**src/rtl/hier_bus_arb_pkg.sv**
```systemverilog
package hier_bus_arb_pkg;

  localparam int SCAN_MAX = 32;

  // step an index forward by one inside [0, lim)
  function automatic int wrap_inc(input int v, input int lim);
    return (v + 1 >= lim) ? 0 : v + 1;
  endfunction

  // position of the set bit of a one-hot word (0 for an empty word)
  function automatic int oh_index(input logic [SCAN_MAX-1:0] v);
    int r;
    r = 0;
    for (int i = 0; i < SCAN_MAX; i++)
      if (v[i]) r = i;
    return r;
  endfunction

  // rotating scan: first set bit at or above start, wrapping inside w bits
  function automatic logic [SCAN_MAX-1:0] rr_scan(input logic [SCAN_MAX-1:0] req,
                                                  input int w, input int start);
    logic [SCAN_MAX-1:0] hit;
    int idx;
    logic found;
    hit = '0;
    found = 1'b0;
    idx = start;
    for (int k = 0; k < SCAN_MAX; k++) begin
      if (k < w) begin
        if (!found && req[idx]) begin
          hit[idx] = 1'b1;
          found = 1'b1;
        end
        idx = wrap_inc(idx, w);
      end
    end
    return hit;
  endfunction

  // lowest set bit wins
  function automatic logic [SCAN_MAX-1:0] low_first(input logic [SCAN_MAX-1:0] req);
    return req & (~req + 1'b1);
  endfunction

endpackage

```
**src/rtl/rr_group.sv**
```systemverilog
module rr_group #(
  parameter int W  = 3,
  parameter int PW = 2
) (
  input  logic [W-1:0]  req_i,
  input  logic [PW-1:0] ptr_i,
  output logic [W-1:0]  pick_o,
  output logic          any_o
);
  import hier_bus_arb_pkg::*;

  logic [SCAN_MAX-1:0] scan_w;

  always_comb begin
    scan_w = rr_scan(SCAN_MAX'(req_i), W, int'(ptr_i));
    pick_o = scan_w[W-1:0];
    any_o  = |req_i;
  end

  always_comb begin
    assert (!any_o || $countones(pick_o) == 1)
      else $error("rr_group: request without exactly one pick");
  end

endmodule

```
**src/rtl/fix_group.sv**
```systemverilog
module fix_group #(
  parameter int W = 2
) (
  input  logic [W-1:0] req_i,
  output logic [W-1:0] pick_o,
  output logic         any_o
);
  import hier_bus_arb_pkg::*;

  logic [SCAN_MAX-1:0] low_w;

  always_comb begin
    low_w  = low_first(SCAN_MAX'(req_i));
    pick_o = low_w[W-1:0];
    any_o  = |req_i;
  end

endmodule

```
**src/rtl/grp_arb.sv**
```systemverilog
module grp_arb #(
  parameter int NRR = 3,
  parameter int NFX = 2
) (
  input  logic                 clk,
  input  logic                 rst,
  input  logic [NRR+NFX-1:0]   req_i,
  input  logic                 block_i,
  output logic [NRR+NFX-1:0]   gnt_o
);
  import hier_bus_arb_pkg::*;

  localparam int N  = NRR + NFX;
  localparam int PW = (NRR > 1) ? $clog2(NRR) : 1;

  logic [N-1:0]   gnt_q;
  logic [PW-1:0]  ptr_q;
  logic [NRR-1:0] rr_req, rr_pick;
  logic [NFX-1:0] fx_req, fx_pick;
  logic           rr_any, fx_any;
  logic [N-1:0]   cand;
  logic           hold_w;
  logic           issue_w;
  logic [PW-1:0]  ptr_next;

  assign rr_req = req_i[NRR-1:0];
  assign fx_req = req_i[N-1:NRR];

  rr_group #(.W(NRR), .PW(PW)) u_rr (
    .req_i (rr_req),
    .ptr_i (ptr_q),
    .pick_o(rr_pick),
    .any_o (rr_any)
  );

  fix_group #(.W(NFX)) u_fx (
    .req_i (fx_req),
    .pick_o(fx_pick),
    .any_o (fx_any)
  );

  // two-input fixed stage: round-robin group outranks the fixed group
  always_comb begin
    cand = '0;
    if (rr_any) cand[NRR-1:0] = rr_pick;
    else        cand[N-1:NRR] = fx_pick;
  end

  assign hold_w   = |(gnt_q & req_i);
  assign issue_w  = !hold_w && !block_i && (rr_any || fx_any);
  assign ptr_next = PW'(wrap_inc(oh_index(SCAN_MAX'(rr_pick)), NRR));

  always_ff @(posedge clk) begin
    if (rst) begin
      gnt_q <= '0;
      ptr_q <= '0;
    end else if (hold_w) begin
      gnt_q <= gnt_q;
    end else if (issue_w) begin
      gnt_q <= cand;
      if (rr_any) ptr_q <= ptr_next;
    end else begin
      gnt_q <= '0;
    end
  end

  assign gnt_o = gnt_q;

  AST_GNT_ONEHOT: assert property (@(posedge clk) disable iff (rst)
    $onehot0(gnt_q)) else $error("grant not one-hot");

  AST_GNT_HELD: assert property (@(posedge clk) disable iff (rst)
    hold_w |=> gnt_q == $past(gnt_q)) else $error("held grant moved");

  AST_GNT_WAS_REQ: assert property (@(posedge clk) disable iff (rst)
    (|gnt_q) |-> |(gnt_q & $past(req_i))) else $error("grant without request");

  AST_BLOCK_NO_NEW: assert property (@(posedge clk) disable iff (rst)
    (block_i && !hold_w) |=> gnt_q == '0) else $error("grant while blocked");

  AST_RR_FIRST: assert property (@(posedge clk) disable iff (rst)
    (issue_w && rr_any) |=> |gnt_q[NRR-1:0]) else $error("fixed group jumped ahead");

  AST_PTR_STILL: assert property (@(posedge clk) disable iff (rst)
    !(issue_w && rr_any) |=> $stable(ptr_q)) else $error("pointer moved idle");

endmodule

```
**src/rtl/hier_bus_arbiter.sv**
```systemverilog
module hier_bus_arbiter #(
  parameter int BUS_RR = 3,
  parameter int BUS_FX = 2,
  parameter int EXT_RR = 4
) (
  input  logic                           clk,
  input  logic                           rst,
  input  logic [BUS_RR+BUS_FX-1:0]       req_a,
  input  logic [BUS_RR+BUS_FX-1:0]       req_b,
  input  logic [2*(BUS_RR+BUS_FX)-1:0]   xreq,
  input  logic [1:0]                     burst_hold,
  output logic [BUS_RR+BUS_FX-1:0]       gnt_a,
  output logic [BUS_RR+BUS_FX-1:0]       gnt_b,
  output logic [2*(BUS_RR+BUS_FX)-1:0]   xgnt
);

  localparam int N     = BUS_RR + BUS_FX;
  localparam int XN    = 2 * N;
  localparam int EXTFX = XN - EXT_RR;

  logic [N-1:0] lreq [2];
  logic [N-1:0] lgnt [2];
  logic         int_pend;
  logic         ext_block;

  assign lreq[0] = req_a;
  assign lreq[1] = req_b;

  for (genvar b = 0; b < 2; b++) begin : g_bus
    grp_arb #(.NRR(BUS_RR), .NFX(BUS_FX)) u_bus (
      .clk    (clk),
      .rst    (rst),
      .req_i  (lreq[b]),
      .block_i(burst_hold[b]),
      .gnt_o  (lgnt[b])
    );
  end

  assign gnt_a = lgnt[0];
  assign gnt_b = lgnt[1];

  // cross-bus level waits for both local levels to be quiet
  assign int_pend  = (|req_a) || (|req_b);
  assign ext_block = int_pend || (|burst_hold);

  grp_arb #(.NRR(EXT_RR), .NFX(EXTFX)) u_ext (
    .clk    (clk),
    .rst    (rst),
    .req_i  (xreq),
    .block_i(ext_block),
    .gnt_o  (xgnt)
  );

  AST_XGNT_WAITS: assert property (@(posedge clk) disable iff (rst)
    (int_pend && !(|(xgnt & xreq))) |=> xgnt == '0) else $error("cross grant over local");

  AST_XGNT_ONEHOT: assert property (@(posedge clk) disable iff (rst)
    $onehot0(xgnt)) else $error("cross grant not one-hot");

  AST_HOLD_A_ONLY: assert property (@(posedge clk) disable iff (rst)
    (burst_hold[0] && !(|(gnt_a & req_a))) |=> gnt_a == '0) else $error("bus A grant in hold");

endmodule

```
**config.mk**
```make
export PLATFORM = sky130hd
export DESIGN_NAME = hier_bus_arbiter
export DESIGN_NICKNAME = d
export VERILOG_FILES = /design/src/rtl/hier_bus_arb_pkg.sv /design/src/rtl/rr_group.sv /design/src/rtl/fix_group.sv /design/src/rtl/grp_arb.sv /design/src/rtl/hier_bus_arbiter.sv
export SDC_FILE = /design/constraint.sdc
export NUM_CORES = 1
export LEC_CHECK = 0
export BUFFER_PORTS_ARGS = -buffer_cell sky130_fd_sc_hd__buf_2
export CAP_MARGIN = 20
export CORE_MARGIN = 5
export CORE_UTILIZATION = 50
export DETAILED_ROUTE_END_ITERATION = 8
export PLACE_DENSITY_LB_ADDON = 0.08
export SLEW_MARGIN = 20
export SYNTH_ARGS = -nofsm -noshare
export SYNTH_HDL_FRONTEND = slang
export SYNTH_SLANG_ARGS = --single-unit
```
**constraint.sdc**
```tcl
create_clock -name clk -period 3.4 [get_ports clk]
set_input_delay 0.34 -clock clk [delete_from_list [all_inputs] [get_ports clk]]
set_output_delay 0.34 -clock clk [all_outputs]
set_load 0.1 [all_outputs]
```
# --- Word-level counts from Yosys, hierarchy flattened ---
# Index checks and enable logic that the tools add are counted.
op_classes:
  shifts: 0
  add_sub_neg: 13
  n_eq_ne: 0
  reduce_logical: 56
  n_lt_le_gt_ge: 30
  mul: 0
  n_bitwise: 19
  muxes: 90
  div: 0
ops:
  columns: ["operator", "n"]
  rows:
  - ["32-bit by 3-bit greater-or-equal comparator with 1-bit output, second input constant", 4]
  - ["32-bit by 4-bit greater-or-equal comparator with 1-bit output, second input constant", 3]
  - ["1-bit two-way mux", 37]
  - ["1-bit binary-select mux with 5-bit select", 7]
  - ["1-bit demux with 5-bit select", 7]
  - ["3-bit two-way mux", 11]
  - ["4-bit two-way mux", 8]
  - ["1-bit logical AND", 23]
  - ["5-bit OR reduction", 4]
  - ["2-bit by 1-bit adder with 3-bit output, second input constant", 6]
  - ["2-bit by 6-bit less-than comparator with 1-bit output, second input constant", 3]
  - ["3-bit by 6-bit less-than comparator with 1-bit output, second input constant", 3]
  - ["4-bit by 6-bit less-than comparator with 1-bit output, second input constant", 3]
  - ["2-bit two-way mux", 9]
  - ["5-bit two-way mux", 3]
  - ["1-bit zero test", 13]
  - ["3-bit by 1-bit adder with 4-bit output, second input constant", 3]
  - ["4-bit by 1-bit greater-or-equal comparator with 1-bit output, second input constant", 3]
  - ["3-bit OR", 4]
  - ["4-bit OR", 3]
  - ["10-bit AND", 1]
  - ["5-bit AND", 2]
  - ["10-bit two-way mux", 1]
  - ["10-bit OR reduction", 1]
  - ["other kinds (23)", 46]
totals:
  n_memories: 0
  word_cells: 214
  ff_bits: 26
  inputBits: 24
  latch_bits: 0
  out_inout_bits: 20
  mem_bits_rw: 0
  romBits: 0

# --- Longest topological paths before layout ---
# Gate-level depths: netlist of the first run.
logic_depth:
  depth_word: 21
  depth_mapped: 9
  depth_no_buf: 9

# --- Hierarchy ---
# A second synthesis of the first run with hierarchy kept.
unflattened:
  cells_unflattened: 213
  hier_area_um2: 1940.6
by_module_without_submodules:
  columns: ["mod", "instances", "seq_area_each_um2", "cells_per_inst", "area_per_inst_um2"]
  rows:
  - ["grp_arb (g_bus[0].u_bus ...)", 2, 140.1, 35, 351.6]
  - ["grp_arb (u_ext)", 1, 240.2, 67, 579.3]
  - ["rr_group (u_ext.u_rr)", 1, 0.0, 35, 389.1]
  - ["rr_group (g_bus[0].u_bus.u_rr ...)", 2, 0.0, 11, 71.3]
  - ["fix_group (u_ext.u_fx)", 1, 0.0, 9, 62.6]
  - ["fix_group (g_bus[0].u_bus.u_fx ...)", 2, 0.0, 3, 20.0]
  - ["hier_bus_arbiter", 1, 0.0, 4, 23.8]

# --- Least setup slack after synthesis of the first run ---
# Ideal clock, no wire load.
synth_path:
  path_type: "register to register"
  from: "reg u_ext.ptr_q[0]"
  to: "reg u_ext.ptr_q[0]"
  stages_incl_launch_ff: 9
  t_arrival_ns: 2.556
  n_path_buf: 0
  path_slack_ns: 0.752
  cell_sequence: "dfxtp_1 -> ha_1 -> or2_4 -> a21oi_2 -> mux4_2 -> nor2b_4 -> a311o_1 -> or3b_1 -> o32ai_1"
synth_between:
  elab_chain_len: 21
  word_cells_on_any_way: 62
  cone_classes: "4 x add/sub; 12 x order compare; 33 x mux; 3 x bitwise; 10 x reduce/logical"
synth_lines:
  columns: ["item", "line", "source"]
  rows:
  - ["start, declared", "grp_arb.sv:17", "logic [PW-1:0] ptr_q;"]
  - ["start signal, assigned", "grp_arb.sv:61", "if (rr_any) ptr_q <= ptr_next;"]
  - ["2-bit by 1-bit adder with 3-bit output", "hier_bus_arb_pkg.sv:7", "return (v + 1 >= lim) ? 0 : v + 1;"]
  - ["32-bit by 4-bit greater-or-equal comparator with 1-bit output", "hier_bus_arb_pkg.sv:7", null]
  - ["3-bit two-way mux", "hier_bus_arb_pkg.sv:7", null]
  - ["3-bit by 1-bit adder with 4-bit output", "hier_bus_arb_pkg.sv:7", null]
  - ["32-bit by 4-bit greater-or-equal comparator with 1-bit output", "hier_bus_arb_pkg.sv:7", null]
  - ["4-bit two-way mux", "hier_bus_arb_pkg.sv:7", null]
  - ["4-bit by 1-bit adder with 5-bit output", "hier_bus_arb_pkg.sv:7", null]
  - ["32-bit by 4-bit greater-or-equal comparator with 1-bit output", "hier_bus_arb_pkg.sv:7", null]
  - ["[... 5 more ...]", null, null]
  - ["4-bit OR (no source line)", null, null]
  - ["4-bit two-way mux *", "hier_bus_arb_pkg.sv:30", "if (!found && req[idx]) begin"]
  - ["1-bit two-way mux", "hier_bus_arb_pkg.sv:15", "if (v[i]) r = i;"]
  - ["2-bit two-way mux", "hier_bus_arb_pkg.sv:15", null]
  - ["2-bit two-way mux *", "hier_bus_arb_pkg.sv:15", null]
  - ["2-bit by 1-bit adder with 3-bit output *", "hier_bus_arb_pkg.sv:7", null]
  - ["3-bit greater-or-equal comparator", "hier_bus_arb_pkg.sv:7", null]
  - ["2-bit two-way mux *", "hier_bus_arb_pkg.sv:7", null]
# Mark *: on every way between the ends. The rest lies on a longest branch, timed or not. The select of a mux whose other input is x is not followed.
# A chain may end at the register's enable or synchronous reset.

# --- Worst setup path after layout of the first run ---
# Ends and elaborated chain as after synthesis.

==> results of run 1 <==
[power by group through the flow]
stage | sequential, mW | combinational [mW] | clock, mW
2_1_floorplan | 0.347 | 0.0538 | 0
3_3_place_gp | 0.325 | 0.113 | 0
3_5_place_dp | 0.325 | 0.113 | 0
4_1_cts | 0.318 | 0.114 | 0.218
5_1_grt | 0.320 | 0.125 | 0.230
6_report | 0.318 | 0.114 | 0.209
[layout make-up]
cell class,instances,area share (%)
repair buffers,45,12.0
multi-input cells,160,53.9
inverters,8,1.56
well taps,44,2.86
flip-flops and latches,26,27.0
clock buffers,3,1.17
clock inverters,1,1.56
[how the worst max path moves through the flow]
stage	slack, ns	startpoint	endpoint
floorplan	0.75	u_ext.ptr_q[0]	u_ext.ptr_q[0]
global route	0.39	u_ext.ptr_q[0]	u_ext.ptr_q[0]
finish	0.56	u_ext.ptr_q[0]	u_ext.ptr_q[0]
CTS	0.56	u_ext.ptr_q[0]	u_ext.ptr_q[0]
detailed placement	0.58	u_ext.ptr_q[0]	u_ext.ptr_q[0]
global placement	0.64	u_ext.ptr_q[0]	u_ext.ptr_q[0]
[state kept, by name (all words and copies together), names as in the netlist]
signal             flops
g_bus.u_bus.gnt_o     10
u_ext.gnt_o           10
g_bus.u_bus.ptr_q      4
u_ext.ptr_q            2
[worst max-delay path, delay by kind of cell (launching register included)]
kind,cells,cell delay (ns)
adder cells (fa/ha/maj),1,0.32
multiplexers,1,0.53
flip-flops,1,0.43
AO/OA/AOI/OAI,3,0.65
AND/OR/NAND/NOR,3,0.84
[cell families (layout without fill, tap and decap cells)]
logic type / count (synthesis) / count (layout) / synth area share (%)
and+or+nand+nor: 90 / 90 / 28.1
AOI/OAI and AO/OA: 56 / 56 / 24.6
DFF: 26 / 26 / 32.3
buffers and inverters: 13 / 57 / 3.26
adders and majority gates: 7 / 7 / 5.44
muxes: 7 / 7 / 6.29
[through the flow]
stage / std cells / instance area, sq um / hold WS, ns / utilization (%)
after global placement: 283 / 1870 / 0.465 / 60.9
after global routing: 287 / 1930 / 0.324 / 62.6
final: 287 / 1930 / 0.310 / 62.6
after CTS: 287 / 1930 / 0.298 / 62.6
after detailed placement: 283 / 1870 / 0.463 / 60.9
after floorplan: 199 / 1610 / 0.488 / -
[per-layer routing]
metal | wire length [microns] | track usage (%) | vias up
met3 | 169 | 2.70 | 2
met1 | 1890 | 24.3 | 749
met5 | 0 | 0 | -
li1 | - | - | 833
met2 | 1860 | 33.7 | 47
met4 | 10 | 3.05 | 0
[synthesized netlist by cell type, drive strengths merged (3+ instances only)]
cell	instances
dfxtp	26
a21oi	21
inv	8
nor2b	7
o21ai	5
a22oi	11
ha	7
nor2	37
nand2b	3
clkbuf	5
and3	4
o32ai	3
nand2	11
a22o	3
nor4	4
nand4	3
nor3	8
nand3	3
mux2i	3
a32oi	3
==> reports/results.txt, run 1 <==
The run finished with clean final reports. Entering global routing, the biggest net connects 28 pins. The minimum period implied by the final worst setup slack is 2.84 ns. Setup violations remaining at the end of the flow were counted as 0. The fraction of synthesis flops using an asynchronous set or reset pin is 0%.

TritonCTS built the clock tree. The worst setup path is launched from a flip-flop. The final critical path takes up 83.5% of the cycle.

The first global-routing pass estimated 6690 microns of wire. Walking the worst path, the cells encountered are ha_1, or2_4, a21oi_2, mux4_2, nor2b_4, a311o_1, or3b_1, o32ai_1. The tools report the nature of the critical path endpoint as a flip-flop.

The tools report the terminating pin of the worst hold path as u_ext.gnt_o[8]. The run gives 60.5% as the relative slew slack. The post-synthesis cell type with the largest combined area was sky130_fd_sc_hd__dfxtp_1. The path type of the worst setup path is flip-flop to flip-flop. The detailed placer's ending HPWL is 2990 microns. The initial utilization of the core area, before any placement, comes to 52.3%. The logs give 1610 sq um for the mapped cell area and 0.000186 V for the worst IR drop on VDD. The path type of the worst min-delay path was primary input to flip-flop. After synthesis, the mean cell area works out to 8.09 sq um. Summed over all nets, the switching power comes to 173 uW. Total number of vias: 1631. After detailed routing, the average wire length per cell comes to 13.7 microns. At the end of the flow, the number of nets in the layout was 275.

Of all nets on the critical path, the largest fanout is 9. The leading register cell type out of synthesis is sky130_fd_sc_hd__dfxtp_1. Number of failing hold endpoints at the final stage: 0.

The tools report the placement-stage worst setup slack as 0.583 ns. The final max-slew violation count was 0; the unique cell type count in the Yosys netlist was 42. The top cell type by area accounts for 32.3% of the synthesized area. In this run the most critical hold path is launched from xreq[8]. The run gives 0 as the initial antenna violation count.

After detailed routing, the number of vias per cell comes to 5.68. The area used by multi-input combinational logic was 1040 sq um; the area taken by flip-flops and latches was 520 sq um. The tools report the cell count after synthesis as 199. The later pin in the worst-skew pair is clocked with a latency of 0.32 ns. Routability-driven placement finished with a final weighted congestion of 0.932. The cell type of the slowest stage on the worst timing path was sky130_fd_sc_hd__mux4_2. In this run, the number of DRC markers left after iteration 0 of detailed routing was 122. The number of port buffers is 43, and the core footprint is 3080 sq um. For this design the static power due to leakage is 0.819 nW.

0 antenna diodes ended up in the layout. Combinational cells account for 17.8% of the total power. The H-tree level count is 1. The fraction of layout cells with a size suffix above 1 is 23.9%, and the reg-to-reg setup timing slack is 0.56 ns. Synthesis produced a netlist with a net count of 230.

In the layout the commonest cells are sky130_fd_sc_hd__buf_2 (43), sky130_fd_sc_hd__nor2_1 (37), sky130_fd_sc_hd__dfxtp_1 (26). In the final timing run, aggregate negative setup slack is 0 ns. The first TritonRoute pass finished after 4 iterations. The number of global-route vias before repair was 1540. Number of nets still failing antenna checks after routing: 0. For the pin with the worst max-slew slack, the measured transition is 0.589 ns. For this run, the slowest stage of the critical path takes 0.53 ns. Gates resized during post-CTS repair numbered 0. In this run, CTS created clock tree buffers numbering 3.

The routed design has 3930 microns of wire. The power density over the cells was 333 nW/um^2; the global-route total usage across every layer was 18.9%. The growth of design area from synthesis to finish came out at 19.6%. Peak clock frequency supported by timing: 352 MHz. For this design the top-level I/O count stands at 44. After filler insertion, the fill cell instance count of the layout stands at 300. The logs give 642 uW for the post-route total power and 0 for the count of warnings emitted by yosys.

Counting flops and latches in the post-synthesis netlist gives 26. The tools report the total congestion overflow as 0. The tree built by TritonCTS fans out to 26 sinks. In this run, the clock network consumes 32.6% of the power. Measured along the x axis, the die boundary spans 66.8 microns. The number of max-cap violations is 0, and the count of flip-flops with a built-in enable after synthesis is 0. The number of standard-cell rows in the floorplan was 20; the internal cell power was 469 uW. In this run the critical register-to-register path is launched from u_ext.ptr_q[0].

The worst hold path stage count was 3; the total DRC errors in the routed layout was 0. For the worst setup path, the data required time is 3.63 ns. The cts-stage hold buffer count was 0; the setup slack of the critical path after layout was 0.560 ns. The arrival time of the worst setup path was 3.07 ns; the number of setup buffers added after CTS was 0. The worst register-to-register path ends at u_ext.ptr_q[0]. The number of buffers on the longest clock path came out at 2. Sequential cells account for 49.6% of the total power. The height of the die came out at 66.8 microns.

Measured in cells, the most critical reg-to-reg path has a length of 8. Setup repair after global routing left no endpoint under its margin. Clock transition at the registers of the reported paths: 0.15 ns.

Ranked by total cell area, the synthesized netlist is headed by sky130_fd_sc_hd__dfxtp_1 (32%), sky130_fd_sc_hd__nor2_1 (8.6%), sky130_fd_sc_hd__a21oi_1 (6.2%), sky130_fd_sc_hd__ha_1 (5.4%), sky130_fd_sc_hd__a22oi_1 (5.1%). The share of total power consumed by net switching was 27.0%. Clock tree synthesis selected as its root buffer the cell sky130_fd_sc_hd__clkbuf_4. Of the synthesized area, sequential elements account for 32.3%.

The final worst clock skew is 0.0134 ns, and the area enclosed by the die boundary is 4460 sq um. The leading cell type in the layout, fill and taps excluded was sky130_fd_sc_hd__buf_2.
Note: power is estimated with default switching activity, not from simulation.
==> inputs of run 2 (changes only) <==
--- a/config.mk
+++ b/config.mk
@@ -8,7 +8,7 @@
 export BUFFER_PORTS_ARGS = -buffer_cell sky130_fd_sc_hd__buf_2
 export CAP_MARGIN = 20
 export CORE_MARGIN = 5
-export CORE_UTILIZATION = 50
+export CORE_UTILIZATION = 47
 export DETAILED_ROUTE_END_ITERATION = 8
 export PLACE_DENSITY_LB_ADDON = 0.08
 export SLEW_MARGIN = 20
==> constraint.sdc (replaced) <==
create_clock -name clk -period 2.61 [get_ports clk]
set_input_delay 0.261 -clock clk [delete_from_list [all_inputs] [get_ports clk]]
set_output_delay 0.261 -clock clk [all_outputs]
set_load 0.1 [all_outputs]
==> reports/results.txt, run 2 (synthesis results as in run 1) <==
The number of max-cap violations was 0 (unchanged). The setup slack of the critical path after layout was 0.0860 ns (-0.474 ns). The tools report the cell at the root of the clock tree as sky130_fd_sc_hd__clkbuf_4. The top cell types in the final layout, fill and taps aside, are sky130_fd_sc_hd__buf_2 (43), sky130_fd_sc_hd__nor2_1 (36), sky130_fd_sc_hd__dfxtp_1 (24).

For the worst hold slack, the log shows 0.232 ns (-0.0784 ns). The run gives 5 (+1) as the total iterations of the first detailed-routing run. The number of filler cells placed in the layout came out at 312 (+4.0%). The library cell used most frequently in the layout, excluding fill and tap cells, is sky130_fd_sc_hd__buf_2. The tools report the total number of vias as 1664 (+2.0%).

Clock transition at the registers of the reported paths: 0.15 ns (about the same). The flow ran to the end, and the final reports show no timing, DRC or antenna violations. The logs give 281 (+2.2%) for the net count of the finished layout and 0 ns (unchanged) for the post-route setup TNS. The measured slew at the worst slew-check pin is 0.553 ns (-0.0354 ns). TritonCTS built the clock tree.

For the required arrival time at the worst endpoint, the log shows 2.84 ns (-0.79 ns). The number of port buffers works out to 43 (unchanged). The path type of the worst setup path is flip-flop to flip-flop. The number of buffers on the longest clock path was 2 (unchanged). The tools report the number of failing hold endpoints at the final stage as 0 (unchanged). The global-route wire length before repair is 6790 microns (+1.4%). The path type of the worst min-delay path was primary input to flip-flop. The total inserted antenna cells is 0 (unchanged).

The detailed placer's ending HPWL is 3080 microns (+3.0%). The power density over the cells was 414 nW/um^2 (+24%). Total congestion overflow: 0 (unchanged).

The number of global-route vias before repair came out at 1547 (+0.45%). The tools report the routability-driven placement congestion ratio as 0.875 (-6.1%). The global-route total usage across every layer was 18.4% (-0.51 points); the ratio of final minimum period to clock period was 96.7% (+13 points). The fraction of layout cells with a size suffix above 1 works out to 30.9% (+7.1 points). The count of routing violations after the opening detailed-route iteration was 125 (+2.5%); the post-route total power was 843 uW (+31%). Category of the worst setup path launch point: a flip-flop. The highest fanout seen on the critical path is 5 (-4), and the initial standard-cell utilization of the core is 48.3% (-4.1 points). For the number of placed I/O pins, the log shows 44 (unchanged).

Number of setup buffers added after CTS: 0 (unchanged). The logs give 0.000327 V (+75%) for the worst IR drop on VDD and -0.0188 ns (-0.602 ns) for the placement-stage worst setup slack. The minimum period implied by the final worst setup slack was 2.52 ns (-0.316 ns); the initial antenna violation count was 0 (unchanged).

Routed wire length per instance: 13.9 microns (+1.4%). The final worst clock skew was 0.0110 ns (-0.00239 ns). The H-tree level count is 1 (unchanged). Setup repair after global routing could not meet its margin everywhere.

The height of the die was 68.5 microns (+2.7%); the aggregate routed wire length was 4090 microns (+4.2%). The arrival time of the worst setup path came out at 2.76 ns (-0.31 ns). The logs give 21 (+5.0%) for the number of standard-cell rows in the floorplan and 0 (unchanged) for the cts-stage hold buffer count. Relative slew slack: 62.8% (+2.4 points).

Final max-slew violation count: 0 (unchanged). The floorplan die width was 68.5 microns (+2.7%); the post-detailed-route via-to-cell ratio was 5.64 (-0.74%). The area enclosed by the die boundary is 4700 sq um (+5.4%). The run gives 0.32 ns (about the same) as the clock latency reported for the late side of the worst-skew pair.

The number of nets still failing antenna checks after routing is 0 (unchanged), and the core footprint is 3340 sq um (+8.4%). For the peak clock frequency supported by timing, the log shows 396 MHz (+13%). The nature of the critical path endpoint was a flip-flop. The total DRC errors in the routed layout came out at 0 (unchanged). For the total CTS buffers, the log shows 3 (unchanged). The largest net degree at the start of global routing is 28 (unchanged). For the number of sinks on the clock net, the log shows 26 (unchanged). For the static power due to leakage, the log shows 0.861 nW (+5.2%). Compared with the post-synthesis result, the final layout area differs by 26.4%. For the count of final setup violators, the log shows 0 (unchanged).
-- run 2: cell count changes in the layout (fill, tap and decap cells not counted), moves of 2 or more --
| cell | previous run | this run |
|---|---|---|
| sky130_fd_sc_hd__buf_4 | 2 | 8 |
| sky130_fd_sc_hd__inv_1 | 8 | 6 |
| sky130_fd_sc_hd__ha_2 | 0 | 3 |
| sky130_fd_sc_hd__dfxtp_2 | 0 | 2 |
| sky130_fd_sc_hd__o32ai_1 | 3 | 1 |
| sky130_fd_sc_hd__o32ai_2 | 0 | 2 |
| sky130_fd_sc_hd__dfxtp_1 | 26 | 24 |
| sky130_fd_sc_hd__inv_2 | 0 | 2 |
| sky130_fd_sc_hd__ha_1 | 7 | 3 |
-- run 2: where the power goes --
part	switching (mW)	internal, mW
logic	0.101	0.0514
registers	0.00880	0.406
clock network	0.121	0.155
total	0.230	0.613
-- run 2: per-stage QoR --
step / std cells / util [%] / instance area, sq um
floorplan: 199 / - / 1610
global placement: 291 / 57.6 / 1920
detailed placement: 291 / 57.6 / 1920
CTS: 295 / 59.8 / 2000
global route: 295 / 61.0 / 2040
finish: 295 / 61.0 / 2040
-- run 2: what timing repair did --
item,4_1_cts,5_1_grt
endpoints found under the setup margin,2,3
pin swaps,1,0
gates resized for setup,5,10
-- run 2: worst paths after layout --
kind                  start  slack (ns)             end  cells past startpoint
min reg2reg  u_ext.gnt_o[1]        0.48  u_ext.gnt_o[1]                      2
max reg2reg  u_ext.ptr_q[1]        0.09  u_ext.ptr_q[0]                      8
max          u_ext.ptr_q[1]        0.09  u_ext.ptr_q[0]                      8
min                 xreq[6]        0.23  u_ext.gnt_o[6]                      3
-- run 2: cell type report --
type | instances | area [sq um] | share of cell area, %
multi-input cells | 160 | 1100 | 53.9
flip-flops and latches | 26 | 523 | 25.7
clock buffers | 3 | 22.5 | 1.11
inverters | 8 | 30.0 | 1.48
well taps | 46 | 57.6 | 2.83
repair buffers | 51 | 275 | 13.5
clock inverters | 1 | 30.0 | 1.48
-- run 2: critical path, cell delays in order, from the launching register on --
cell and delay [ns]:
sky130_fd_sc_hd__dfxtp_2 0.37, sky130_fd_sc_hd__ha_2 0.18, sky130_fd_sc_hd__or2_4 0.24, sky130_fd_sc_hd__a21oi_4 0.16, sky130_fd_sc_hd__mux4_2 0.52, sky130_fd_sc_hd__nor2b_4 0.15, sky130_fd_sc_hd__a311o_1 0.29, sky130_fd_sc_hd__or3b_4 0.41
sky130_fd_sc_hd__o32ai_2 0.12
-- run 2: per-layer routing --
layer	global-route usage, %	wire length (microns)	vias to the layer above
li1	-	-	846
met1	24.0	1890	772
met2	31.0	1960	40
met3	3.08	197	6
met4	5.21	48	0
met5	0	0	-
